===== config.mk =====
export PLATFORM = sky130hd
export DESIGN_NAME = seg_dma
export DESIGN_NICKNAME = d
export VERILOG_FILES = /design/src/rtl/seg_dma_pkg.sv /design/src/rtl/seg_dma_regs.sv /design/src/rtl/seg_dma_mover.sv /design/src/rtl/seg_dma_port.sv /design/src/rtl/seg_dma.sv
export SDC_FILE = /design/constraint.sdc
export NUM_CORES = 1
export LEC_CHECK = 0
export BUFFER_PORTS_ARGS = -buffer_cell sky130_fd_sc_hd__buf_2
export CAP_MARGIN = 15
export CELL_PAD_IN_SITES_DETAIL_PLACEMENT = 1
export CELL_PAD_IN_SITES_GLOBAL_PLACEMENT = 1
export CORE_ASPECT_RATIO = 0.6
export CORE_MARGIN = 3
export CORE_UTILIZATION = 35
export CTS_BUF_LIST = sky130_fd_sc_hd__clkbuf_8 sky130_fd_sc_hd__clkbuf_16
export DETAILED_ROUTE_END_ITERATION = 12
export PLACE_DENSITY_LB_ADDON = 0.1
export SKIP_LAST_GASP = 1
export SYNTH_ARGS = -nofsm -noshare
export SYNTH_HDL_FRONTEND = slang
export SYNTH_HIERARCHICAL = 1
export SYNTH_SLANG_ARGS = --single-unit
export TNS_END_PERCENT = 100

===== constraint.sdc =====
create_clock -name clk -period 4 [get_ports clk]
set_input_delay 0.6 -clock clk [delete_from_list [all_inputs] [get_ports clk]]
set_output_delay 0.6 -clock clk [all_outputs]
set_load 0.05 [all_outputs]

===== src/rtl/seg_dma_pkg.sv =====
package seg_dma_pkg;

    localparam int REG_W  = 32;
    localparam int ADDR_W = 64;
    localparam int DATA_W = 64;
    localparam int IDX_W  = 3;

    localparam logic [IDX_W-1:0] IDX_MODE  = 3'd0;
    localparam logic [IDX_W-1:0] IDX_CTRL  = 3'd1;
    localparam logic [IDX_W-1:0] IDX_CHRST = 3'd2;
    localparam logic [IDX_W-1:0] IDX_ADRL  = 3'd3;
    localparam logic [IDX_W-1:0] IDX_ADRH  = 3'd4;

    localparam int NUM_CHAN   = 2;
    localparam int CHRST_LSB  = 8;

    typedef enum logic [1:0] {
        SZ_8  = 2'd0,
        SZ_16 = 2'd1,
        SZ_32 = 2'd2,
        SZ_64 = 2'd3
    } size_e;

    typedef struct packed {
        logic [1:0] dir_field;
        size_e      size;
        logic       inc;
    } mode_t;

    typedef enum logic {
        ST_IDLE = 1'b0,
        ST_RUN  = 1'b1
    } run_state_e;

    function automatic logic [3:0] step_bytes(size_e s);
        return 4'd1 << s;
    endfunction

    function automatic logic addr_ok(logic [ADDR_W-1:0] a, size_e s);
        logic [2:0] m;
        m = 3'(step_bytes(s) - 4'd1);
        return (a[2:0] & m) == 3'd0;
    endfunction

endpackage


===== src/rtl/seg_dma_regs.sv =====
module seg_dma_regs
    import seg_dma_pkg::*;
(
    input  logic                 clk,
    input  logic                 rst,
    input  logic                 cfg_we,
    input  logic [IDX_W-1:0]     cfg_addr,
    input  logic [REG_W-1:0]     cfg_wdata,
    output logic [REG_W-1:0]     cfg_rdata,
    output mode_t                mode,
    output logic [ADDR_W-1:0]    base_addr,
    output logic [NUM_CHAN-1:0]  chan_run,
    output logic                 start_req
);

    logic [REG_W-1:0] addr_lo_q, addr_hi_q;
    mode_t            mode_q;

    always_ff @(posedge clk) begin
        if (rst) begin
            mode_q    <= '0;
            addr_lo_q <= '0;
            addr_hi_q <= '0;
        end else if (cfg_we) begin
            case (cfg_addr)
                IDX_MODE: begin
                    mode_q.dir_field <= cfg_wdata[17:16];
                    mode_q.size      <= size_e'(cfg_wdata[5:4]);
                    mode_q.inc       <= cfg_wdata[0];
                end
                IDX_ADRL: addr_lo_q <= cfg_wdata;
                IDX_ADRH: addr_hi_q <= cfg_wdata;
                default: ;
            endcase
        end
    end

    // one active-low run bit per channel, released out of reset
    for (genvar c = 0; c < NUM_CHAN; c++) begin : g_chan
        logic run_q;
        always_ff @(posedge clk) begin
            if (rst)
                run_q <= 1'b1;
            else if (cfg_we && cfg_addr == IDX_CHRST)
                run_q <= cfg_wdata[CHRST_LSB + c];
        end
        assign chan_run[c] = run_q;
    end

    assign mode      = mode_q;
    assign base_addr = {addr_hi_q, addr_lo_q};
    assign start_req = cfg_we && (cfg_addr == IDX_CTRL) && cfg_wdata[0];

    always_comb begin
        cfg_rdata = '0;
        case (cfg_addr)
            IDX_MODE: begin
                cfg_rdata[17:16] = mode_q.dir_field;
                cfg_rdata[5:4]   = mode_q.size;
                cfg_rdata[0]     = mode_q.inc;
            end
            IDX_CHRST: cfg_rdata[CHRST_LSB +: NUM_CHAN] = chan_run;
            IDX_ADRL:  cfg_rdata = addr_lo_q;
            IDX_ADRH:  cfg_rdata = addr_hi_q;
            default:   cfg_rdata = '0;
        endcase
    end

endmodule


===== src/rtl/seg_dma_mover.sv =====
module seg_dma_mover
    import seg_dma_pkg::*;
#(
    parameter int LEN_W = 16
) (
    input  logic                 clk,
    input  logic                 rst,
    input  mode_t                mode,
    input  logic [ADDR_W-1:0]    base_addr,
    input  logic [NUM_CHAN-1:0]  chan_run,
    input  logic                 start_req,
    input  logic [LEN_W-1:0]     xfer_len,
    input  logic                 mem_ack,
    output logic                 mem_req,
    output logic                 run_dir,
    output logic                 run_inc,
    output size_e                run_size,
    output logic [ADDR_W-1:0]    cur_addr,
    output logic                 busy,
    output logic                 done
);

    run_state_e       state_q;
    logic [LEN_W-1:0] remain_q;
    logic [ADDR_W-1:0] addr_q;
    logic             dir_q, inc_q, done_q;
    size_e            size_q;
    logic [LEN_W-1:0] step_len;
    logic             start_ok;

    assign step_len = LEN_W'(step_bytes(size_q));
    assign start_ok = start_req && (state_q == ST_IDLE)
                      && chan_run[mode.dir_field[0]]
                      && addr_ok(base_addr, mode.size);

    always_ff @(posedge clk) begin
        if (rst) begin
            state_q  <= ST_IDLE;
            remain_q <= '0;
            addr_q   <= '0;
            dir_q    <= 1'b0;
            inc_q    <= 1'b0;
            size_q   <= SZ_8;
            done_q   <= 1'b0;
        end else begin
            done_q <= 1'b0;
            case (state_q)
                ST_IDLE: begin
                    if (start_ok) begin
                        if (xfer_len == '0) begin
                            done_q <= 1'b1;
                        end else begin
                            state_q  <= ST_RUN;
                            remain_q <= xfer_len;
                            addr_q   <= base_addr;
                            dir_q    <= mode.dir_field[0];
                            inc_q    <= mode.inc;
                            size_q   <= mode.size;
                        end
                    end
                end
                ST_RUN: begin
                    if (!chan_run[dir_q]) begin
                        state_q <= ST_IDLE;
                    end else if (mem_ack) begin
                        if (remain_q <= step_len) begin
                            state_q  <= ST_IDLE;
                            remain_q <= '0;
                            done_q   <= 1'b1;
                        end else begin
                            remain_q <= remain_q - step_len;
                        end
                        if (inc_q)
                            addr_q <= addr_q + ADDR_W'(step_bytes(size_q));
                    end
                end
                default: state_q <= ST_IDLE;
            endcase
        end
    end

    assign busy     = (state_q == ST_RUN);
    assign mem_req  = busy;
    assign run_dir  = dir_q;
    assign run_inc  = inc_q;
    assign run_size = size_q;
    assign cur_addr = addr_q;
    assign done     = done_q;

endmodule


===== src/rtl/seg_dma_port.sv =====
module seg_dma_port
    import seg_dma_pkg::*;
(
    input  logic              mem_req,
    input  logic              mem_ack,
    input  logic              run_dir,
    input  logic [DATA_W-1:0] mem_rdata,
    input  logic [DATA_W-1:0] dev_rdata,
    output logic [DATA_W-1:0] mem_wdata,
    output logic              dev_valid,
    output logic [DATA_W-1:0] dev_data,
    output logic              dev_take
);

    logic beat;
    assign beat      = mem_req && mem_ack;
    assign dev_valid = beat && !run_dir;
    assign dev_take  = beat && run_dir;
    assign dev_data  = mem_rdata;
    assign mem_wdata = dev_rdata;

endmodule


===== src/rtl/seg_dma.sv =====
module seg_dma
    import seg_dma_pkg::*;
#(
    parameter int LEN_W = 16
) (
    input  logic               clk,
    input  logic               rst,
    input  logic               cfg_we,
    input  logic [2:0]         cfg_addr,
    input  logic [31:0]        cfg_wdata,
    output logic [31:0]        cfg_rdata,
    input  logic [LEN_W-1:0]   xfer_len,
    output logic               mem_req,
    output logic               mem_we,
    output logic [63:0]        mem_addr,
    output logic [1:0]         mem_size,
    output logic [63:0]        mem_wdata,
    input  logic               mem_ack,
    input  logic [63:0]        mem_rdata,
    output logic               dev_valid,
    output logic [63:0]        dev_data,
    output logic               dev_take,
    input  logic [63:0]        dev_rdata,
    output logic               busy,
    output logic               done
);

    mode_t                mode;
    logic [ADDR_W-1:0]    base_addr;
    logic [NUM_CHAN-1:0]  chan_run;
    logic                 start_req;
    logic                 run_dir;
    logic                 run_inc;
    size_e                run_size;

    seg_dma_regs u_regs (
        .clk       (clk),
        .rst       (rst),
        .cfg_we    (cfg_we),
        .cfg_addr  (cfg_addr),
        .cfg_wdata (cfg_wdata),
        .cfg_rdata (cfg_rdata),
        .mode      (mode),
        .base_addr (base_addr),
        .chan_run  (chan_run),
        .start_req (start_req)
    );

    seg_dma_mover #(.LEN_W(LEN_W)) u_mover (
        .clk       (clk),
        .rst       (rst),
        .mode      (mode),
        .base_addr (base_addr),
        .chan_run  (chan_run),
        .start_req (start_req),
        .xfer_len  (xfer_len),
        .mem_ack   (mem_ack),
        .mem_req   (mem_req),
        .run_dir   (run_dir),
        .run_inc   (run_inc),
        .run_size  (run_size),
        .cur_addr  (mem_addr),
        .busy      (busy),
        .done      (done)
    );

    seg_dma_port u_port (
        .mem_req   (mem_req),
        .mem_ack   (mem_ack),
        .run_dir   (run_dir),
        .mem_rdata (mem_rdata),
        .dev_rdata (dev_rdata),
        .mem_wdata (mem_wdata),
        .dev_valid (dev_valid),
        .dev_data  (dev_data),
        .dev_take  (dev_take)
    );

    assign mem_we   = run_dir;
    assign mem_size = run_size;

endmodule


==> flow_metrics.py, run 1 <==
metrics = {
    "status": {
        "status": "finished, final reports clean",
    },
    "worst_setup_path": {
        "cp_max_fo": 13,
        "reg2reg_from": "u_mover/run_size[1]",
        "critical-path-top-cell-by-count": "or3_1",
        "rr_worst_depth": 9,
        "critPathSlowestCell": "nand3_1",
        "required_ps": 4360,
        "arrival_ps": 4020,
        "worst_r2r_endpoint": "u_mover/cur_addr[31]",
        "critPathCaptureType": "flop",
        "cpPeakStageDelay_ps": 710,
        "critPathLaunchType": "flop",
        "critPathKind": "reg2reg",
        "rrSetupSlack_ps": 340,
        "worstPathCellList": "nand2b_1, inv_1, ha_1, a211oi_1, o21ai_1, nand3_1, or3_1, or3_1, a31oi_1",
    },
    "logic_synthesis": {
        "yosysUniqueCellTypes": 84,
        "synth_top_area_share": 0.306,
        "synth_edf_count": 0,
        "synth-async-reset-ratio": 0,
        "yosys_warnings": 6,
        "avgSynthCellArea_sq_um": 8.19,
        "ys_top_cells_by_area": "dfxtp_1, buf_4, mux2i_1",
        "synthesis.nets": 1444,
        "ys.flop_type": "dfxtp_1",
        "ys_ff_latch": 157,
        "post-synth-top-area-cell": "dfxtp_1",
        "syn-cell-area_sq_um": 10300,
        "seq_area_frac_synth": 0.306,
        "synthCells": 1252,
    },
    "timing": {
        "finalCritPeriodShare": 0.916,
        "rsz0062_at_grt": "false",
        "final_hold_viol_count": 0,
        "period_minus_slack_ps": 3660,
        "slew_headroom": 0.236,
        "fmax_mhz": 273,
        "final_max_slew_viol_count": 0,
        "skew_ps": 6.85,
        "tns_ps": 0,
        "setup_viol": 0,
        "worst_pin_slew_ps": 1140,
    },
    "min_path": {
        "holdPathStages": 3,
        "hp-start": "cfg_wdata[8]",
        "min_path_type": "in2reg",
        "whs_endpoint": "u_regs/g_chan[0].run_q",
    },
    "floorplanning": {
        "core_area_sq_um": 28200,
        "die_h_um": 139,
        "die_w_um": 227,
        "die_area_sq_um": 31500,
        "num_rows": 47,
        "initial_core_util": 0.363,
        "ioPinCount": 415,
    },
    "drt": {
        "wl_per_cell_um": 24.9,
        "drt-pass1-iter-count": 5,
        "dr_total_vias": 9623,
        "drc": 0,
        "avgViaCountPerCell": 5.96,
        "drtIter0Drc": 820,
        "wirelength_mm": 40.1,
        "ant_nets": 0,
    },
    "clocking": {
        "cts.sinks": 157,
        "ctsHoldBuffers": 0,
        "postCtsSetupBuffers": 0,
        "cts_made_buffers": 17,
        "cts_resized": 0,
        "cts_buffer_depth": 2,
        "ctsHtreeMaxLevel": 4,
        "worst_skew_pair.late_latency_ps": 440,
        "cts_root_buf": "clkbuf_16",
        "clk_pin_slew_ps": 70,
        "cts_tree": "done",
    },
    "placed_design": {
        "dp.cells": 1582,
        "dpl_cell_area_sq_um": 10300,
        "place.port_buffers": 158,
        "globalplace.congestion": 0.846,
        "dpl.hpwl_mm": 29.4,
    },
    "job": {
        "max-cap-violations": 0,
    },
    "grt": {
        "grt_overflow": 0,
        "track_usage": 0.251,
        "grt_pass1_wl_mm": 60.7,
        "grt_antenna_before_repair": 1,
        "grt_pass1_vias": 9357,
        "grt_max_degree": 89,
    },
    "cells_and_area": {
        "area_growth_pct": 6.77,
        "finalNonFillerCells": 1614,
        "drive_above_1_share": 0.193,
        "antenna_cells": 0,
        "nFillCells": 3392,
        "final_nets": 1426,
        "final_area_sq_um": 11000,
    },
    "power": {
        "power_per_cell_area_nw_per_um2": 401,
        "p_leak_nw": 4.33,
        "peakVddDrop_mv": 0.240,
    },
}
## state kept, by name, indices dropped and copies added (netlist names)
name                 cells
u_mover/busy             1
u_mover/cur_addr        64
u_mover/done             1
u_mover/remain_q        16
u_mover/run_dir          1
u_mover/run_inc          1
u_mover/run_size         2
u_regs/addr_hi_q        32
u_regs/addr_lo_q        32
u_regs/g_chan.run_q      2
u_regs/mode              5
## Yosys cell counts (4+ instances only)
master,count
dfxtp_1,157
buf_4,139
nand2b_1,106
mux2i_1,84
a21oi_1,79
nand2_1,78
clkbuf_1,65
nor2_1,56
o21ai_0,46
nand3_1,39
nor3_1,34
a22o_1,26
and3_1,25
inv_1,22
a211oi_1,21
nand4_1,20
nor4_1,17
a31oi_1,16
or3_1,13
nor2b_1,12
o32ai_1,12
a22oi_1,11
or4_1,11
o211ai_1,10
and4_1,7
buf_2,7
ha_1,7
a21o_1,6
and2_1,6
o2bb2ai_1,6
a311oi_1,5
buf_1,5
buf_6,5
o22ai_1,5
o31ai_1,5
nor3b_1,4
nor4bb_1,4
o21a_1,4
o221ai_1,4
## power breakdown
group / internal (mW) / leakage [nW] / total [mW] / switching (mW)
logic: 0.286 / 2.76 / 0.928 / 0.643
clock network: 1.03 / 0.307 / 1.73 / 0.709
registers: 1.63 / 1.27 / 1.73 / 0.101
total: 2.94 / 4.33 / 4.40 / 1.45
## layout make-up
| cell class | count | area (sq um) | share of cell area |
|---|---|---|---|
| clock inverters | 12 | 144 | 0.0131 |
| clock buffers | 20 | 467 | 0.0426 |
| inverters | 23 | 86.3 | 0.00788 |
| multi-input cells | 851 | 5650 | 0.516 |
| well taps | 367 | 459 | 0.0419 |
| repair buffers | 184 | 1000 | 0.0914 |
| flip-flops and latches | 157 | 3150 | 0.287 |
## kinds of logic after synthesis
family / share of synthesized area
flip-flops: 0.306
buffers and inverters: 0.145
AO/OA/AOI/OAI: 0.198
multiplexers: 0.0831
adder cells (fa/ha/maj): 0.0124
AND/OR/NAND/NOR: 0.253
XOR/XNOR: 0.00256
## through the flow
| stage | hold slack (ps) | total power, mW | setup slack [ps] | utilization |
|---|---|---|---|---|
| 5_1_grt | 429 | 4.58 | 17.9 | 0.388 |
| 6_report | 449 | 4.40 | 338 | 0.388 |
| 2_1_floorplan | 445 | 2.71 | 661 | - |
| 4_1_cts | 430 | 4.42 | 446 | 0.388 |
| 3_3_place_gp | 462 | 2.67 | 621 | 0.366 |
| 3_5_place_dp | 462 | 2.68 | 433 | 0.366 |
## cell usage in the layout, fill, tap and decap left out, types with 5 or more instances in the layout
cell and n:
a211oi_1 21, a21o_1 6, a21oi_1 79, a22o_1 26
a22oi_1 11, a311oi_1 5, a31oi_1 16, and2_1 6
and3_1 25, and4_1 7, buf_2 157, buf_4 26
clkbuf_16 17, clkinv_2 5, dfxtp_1 156, ha_1 7
inv_1 22, mux2i_1 84, nand2_1 78, nand2b_1 106
nand3_1 39, nand4_1 20, nor2_1 56, nor2b_1 12
nor3_1 34, nor4_1 17, o211ai_1 10, o21ai_0 46
o22ai_1 5, o2bb2ai_1 6, o31ai_1 5, o32ai_1 12
or3_1 13, or4_1 11
## layer usage
layer | wire [um] | track usage | vias to the layer above
met5 | 11 | 0.00307 | -
met4 | 770 | 0.0571 | 2
met3 | 3050 | 0.0715 | 65
met2 | 16800 | 0.362 | 374
met1 | 19500 | 0.367 | 4769
li1 | - | - | 4413
## critical path, delay by kind of cell, from the launching register on
kind	cells	cell delay [ps]
simple gates	4	1850
buf+inv	1	100
flops	1	510
compound gates	3	840
fa+ha+maj	1	280
## worst max path at each step
| stage | end | depth (start not counted) | startpoint |
|---|---|---|---|
| 3_5_place_dp | u_mover/cur_addr[31] | 9 | u_mover/run_size[1] |
| 4_1_cts | u_mover/cur_addr[31] | 9 | u_mover/run_size[1] |
| 2_1_floorplan | u_mover/cur_addr[61] | 11 | u_mover/run_size[1] |
| 5_1_grt | u_mover/cur_addr[31] | 9 | u_mover/run_size[1] |
| 6_report | u_mover/cur_addr[31] | 9 | u_mover/run_size[1] |
| 3_3_place_gp | u_mover/cur_addr[31] | 9 | u_mover/run_size[1] |
Power figures use the tool's default switching activity.
==> run 2: changes to the inputs <==
- ABC_AREA: default -> 1
- CORE_UTILIZATION: 35 -> 34
==> flow_metrics.py, run 2 <==
metrics = {
    "placed_design": {
        "dpl.hpwl_mm": 37.7,
        "place.port_buffers": 158,
        "globalplace.congestion": 0.976,
    },
    "min_path": {
        "holdPathStages": 3,
        "hp-start": "cfg_wdata[9]",
        "min_path_type": "in2reg",
        "whs_endpoint": "u_regs/g_chan[1].run_q",
    },
    "status": {
        "status": "finished, final reports clean",
    },
    "clocking": {
        "cts_root_buf": "clkbuf_16",
        "cts_buffer_depth": 2,
        "worst_skew_pair.late_latency_ps": 450,
        "postCtsSetupBuffers": 0,
        "cts_tree": "done",
        "cts_made_buffers": 17,
        "ctsHtreeMaxLevel": 4,
        "ctsHoldBuffers": 0,
        "clk_pin_slew_ps": 60,
        "cts_resized": 0,
        "cts.sinks": 157,
    },
    "grt": {
        "grt_pass1_wl_mm": 74.3,
        "use_met3": 0.0698,
        "grt_antenna_before_repair": 0,
        "grt_max_degree": 109,
        "grt_use_met1": 0.389,
        "grt_overflow": 0,
        "grt_pass1_vias": 12200,
        "track_usage": 0.268,
        "met2_usage": 0.394,
        "grt.busiest_layer": "met2",
    },
    "logic_synthesis": {
        "synth_top_area_share": 0.269,
        "post-synth-top-area-cell": "dfxtp_1",
        "ys_ff_latch": 157,
        "ys.flop_type": "dfxtp_1",
        "synth_edf_count": 0,
        "avgSynthCellArea_sq_um": 5.88,
        "synthCells": 1986,
        "ys_top_cells_by_area": "dfxtp_1, nand2_1, nor2_1",
        "seq_area_frac_synth": 0.269,
        "synth-async-reset-ratio": 0,
        "ys_top_cells_by_count": "nand2_1, nor2_1, inv_1, dfxtp_1, nand3_1",
        "yosysUniqueCellTypes": 43,
        "syn-cell-area_sq_um": 11700,
        "synthesis.nets": 2178,
        "yosys_warnings": 6,
        "synth_most_common_cell": "nand2_1",
    },
    "power": {
        "peakVddDrop_mv": 0.301,
        "power_per_cell_area_nw_per_um2": 319,
        "power_mw": 3.98,
        "p_leak_nw": 5.45,
    },
    "timing": {
        "skew_ps": 13.3,
        "period_minus_slack_ps": 2860,
        "slew_headroom": 0.375,
        "fmax_mhz": 349,
        "tns_ps": 0,
        "setup_viol": 0,
        "fin_hold_ws_ps": 446,
        "final_max_slew_viol_count": 0,
        "rsz0062_at_grt": "false",
        "final_hold_viol_count": 0,
        "worst_pin_slew_ps": 938,
        "finalCritPeriodShare": 0.716,
    },
    "worst_setup_path": {
        "cp_max_fo": 26,
        "required_ps": 3400,
        "critPathKind": "in2out",
        "rrSetupSlack_ps": 1170,
        "critPathCaptureType": "output pin",
        "rr_worst_depth": 13,
        "critPathLaunchType": "primary input",
        "reg2reg_from": "u_mover/run_size[1]",
        "arrival_ps": 2260,
        "worst_r2r_endpoint": "u_mover/cur_addr[63]",
    },
    "drt": {
        "avgViaCountPerCell": 5.17,
        "drt-pass1-iter-count": 7,
        "wl_per_cell_um": 20.4,
        "dr_total_vias": 12500,
        "drtIter0Drc": 1119,
        "wirelength_mm": 49.6,
        "drc": 0,
        "ant_nets": 0,
    },
    "cells_and_area": {
        "seqCellArea_sq_um": 3150,
        "area_growth_pct": 7.01,
        "multi_input_area_sq_um": 6020,
        "largest_reg_flops": 64,
        "final_nets": 2157,
        "antenna_cells": 0,
        "final_cell_mix": "nand2_1, nor2_1, inv_1, dfxtp_1",
        "final_common_cell": "nand2_1",
        "drive_above_1_share": 0.125,
        "nFillCells": 4492,
    },
    "floorplanning": {
        "num_rows": 51,
        "die_w_um": 245,
        "die_area_sq_um": 36700,
        "die_h_um": 150,
        "initial_core_util": 0.352,
        "core_area_sq_um": 33100,
        "ioPinCount": 415,
    },
    "job": {
        "max-cap-violations": 0,
    },
}
==> run 2: worst max path at each step <==
stage	from	to	slack, ps	cells past startpoint
after floorplan	cfg_addr[0]	cfg_rdata[11]	1340	5
after global placement	cfg_addr[2]	cfg_rdata[12]	1200	6
after detailed placement	cfg_addr[2]	u_mover/cur_addr[16]	1160	13
after CTS	cfg_addr[2]	cfg_rdata[9]	1170	8
after global routing	u_mover/run_size[1]	u_mover/remain_q[11]	940	12
final	cfg_addr[2]	cfg_rdata[6]	1140	6
==> run 2: routing by layer <==
layer / wire length [um] / up-vias / share of wire
met5: 0 / - / 0
met1: 24300 / 6102 / 0.49
met4: 726 / 0 / 0.015
met3: 3730 / 48 / 0.075
li1: - / 6016 / -
met2: 20800 / 375 / 0.42
==> run 2: power by group <==
| group | internal (mW) | switching, mW |
|---|---|---|
| combinational | 0.137 | 0.344 |
| clock | 1.08 | 0.777 |
| sequential | 1.60 | 0.0428 |
| total | 2.82 | 1.16 |
==> run 2: layout make-up <==
cell class,instances,share of cell area
multi-input cells,1308,0.482
clock inverters,14,0.0165
clock buffers,18,0.0352
well taps,450,0.0451
inverters,310,0.0936
repair buffers,171,0.0757
flip-flops and latches,157,0.252
==> run 2: cell families after synthesis <==
family / after synthesis / synth area share
flops: 157 / 0.269
simple gates: 1082 / 0.396
buf+inv: 521 / 0.216
xor+xnor: 26 / 0.0195
fa+ha+maj: 9 / 0.0109
compound gates: 191 / 0.0886
==> run 2: through the flow <==
stage,setup slack [ps],util,cells,cell area [sq um]
5_1_grt,938,0.377,2428,12500
4_1_cts,1170,0.377,2428,12500
6_report,1140,0.377,2428,12500
2_1_floorplan,1340,-,1986,11700
3_5_place_dp,1160,0.358,2396,11800
3_3_place_gp,1200,0.358,2396,11800
==> run 2: worst max-delay path: stages <==
cell     delay (ps)
buf_2           300
buf_4           360
nand2_1          90
buf_4           270
o22ai_1         420
buf_12          200
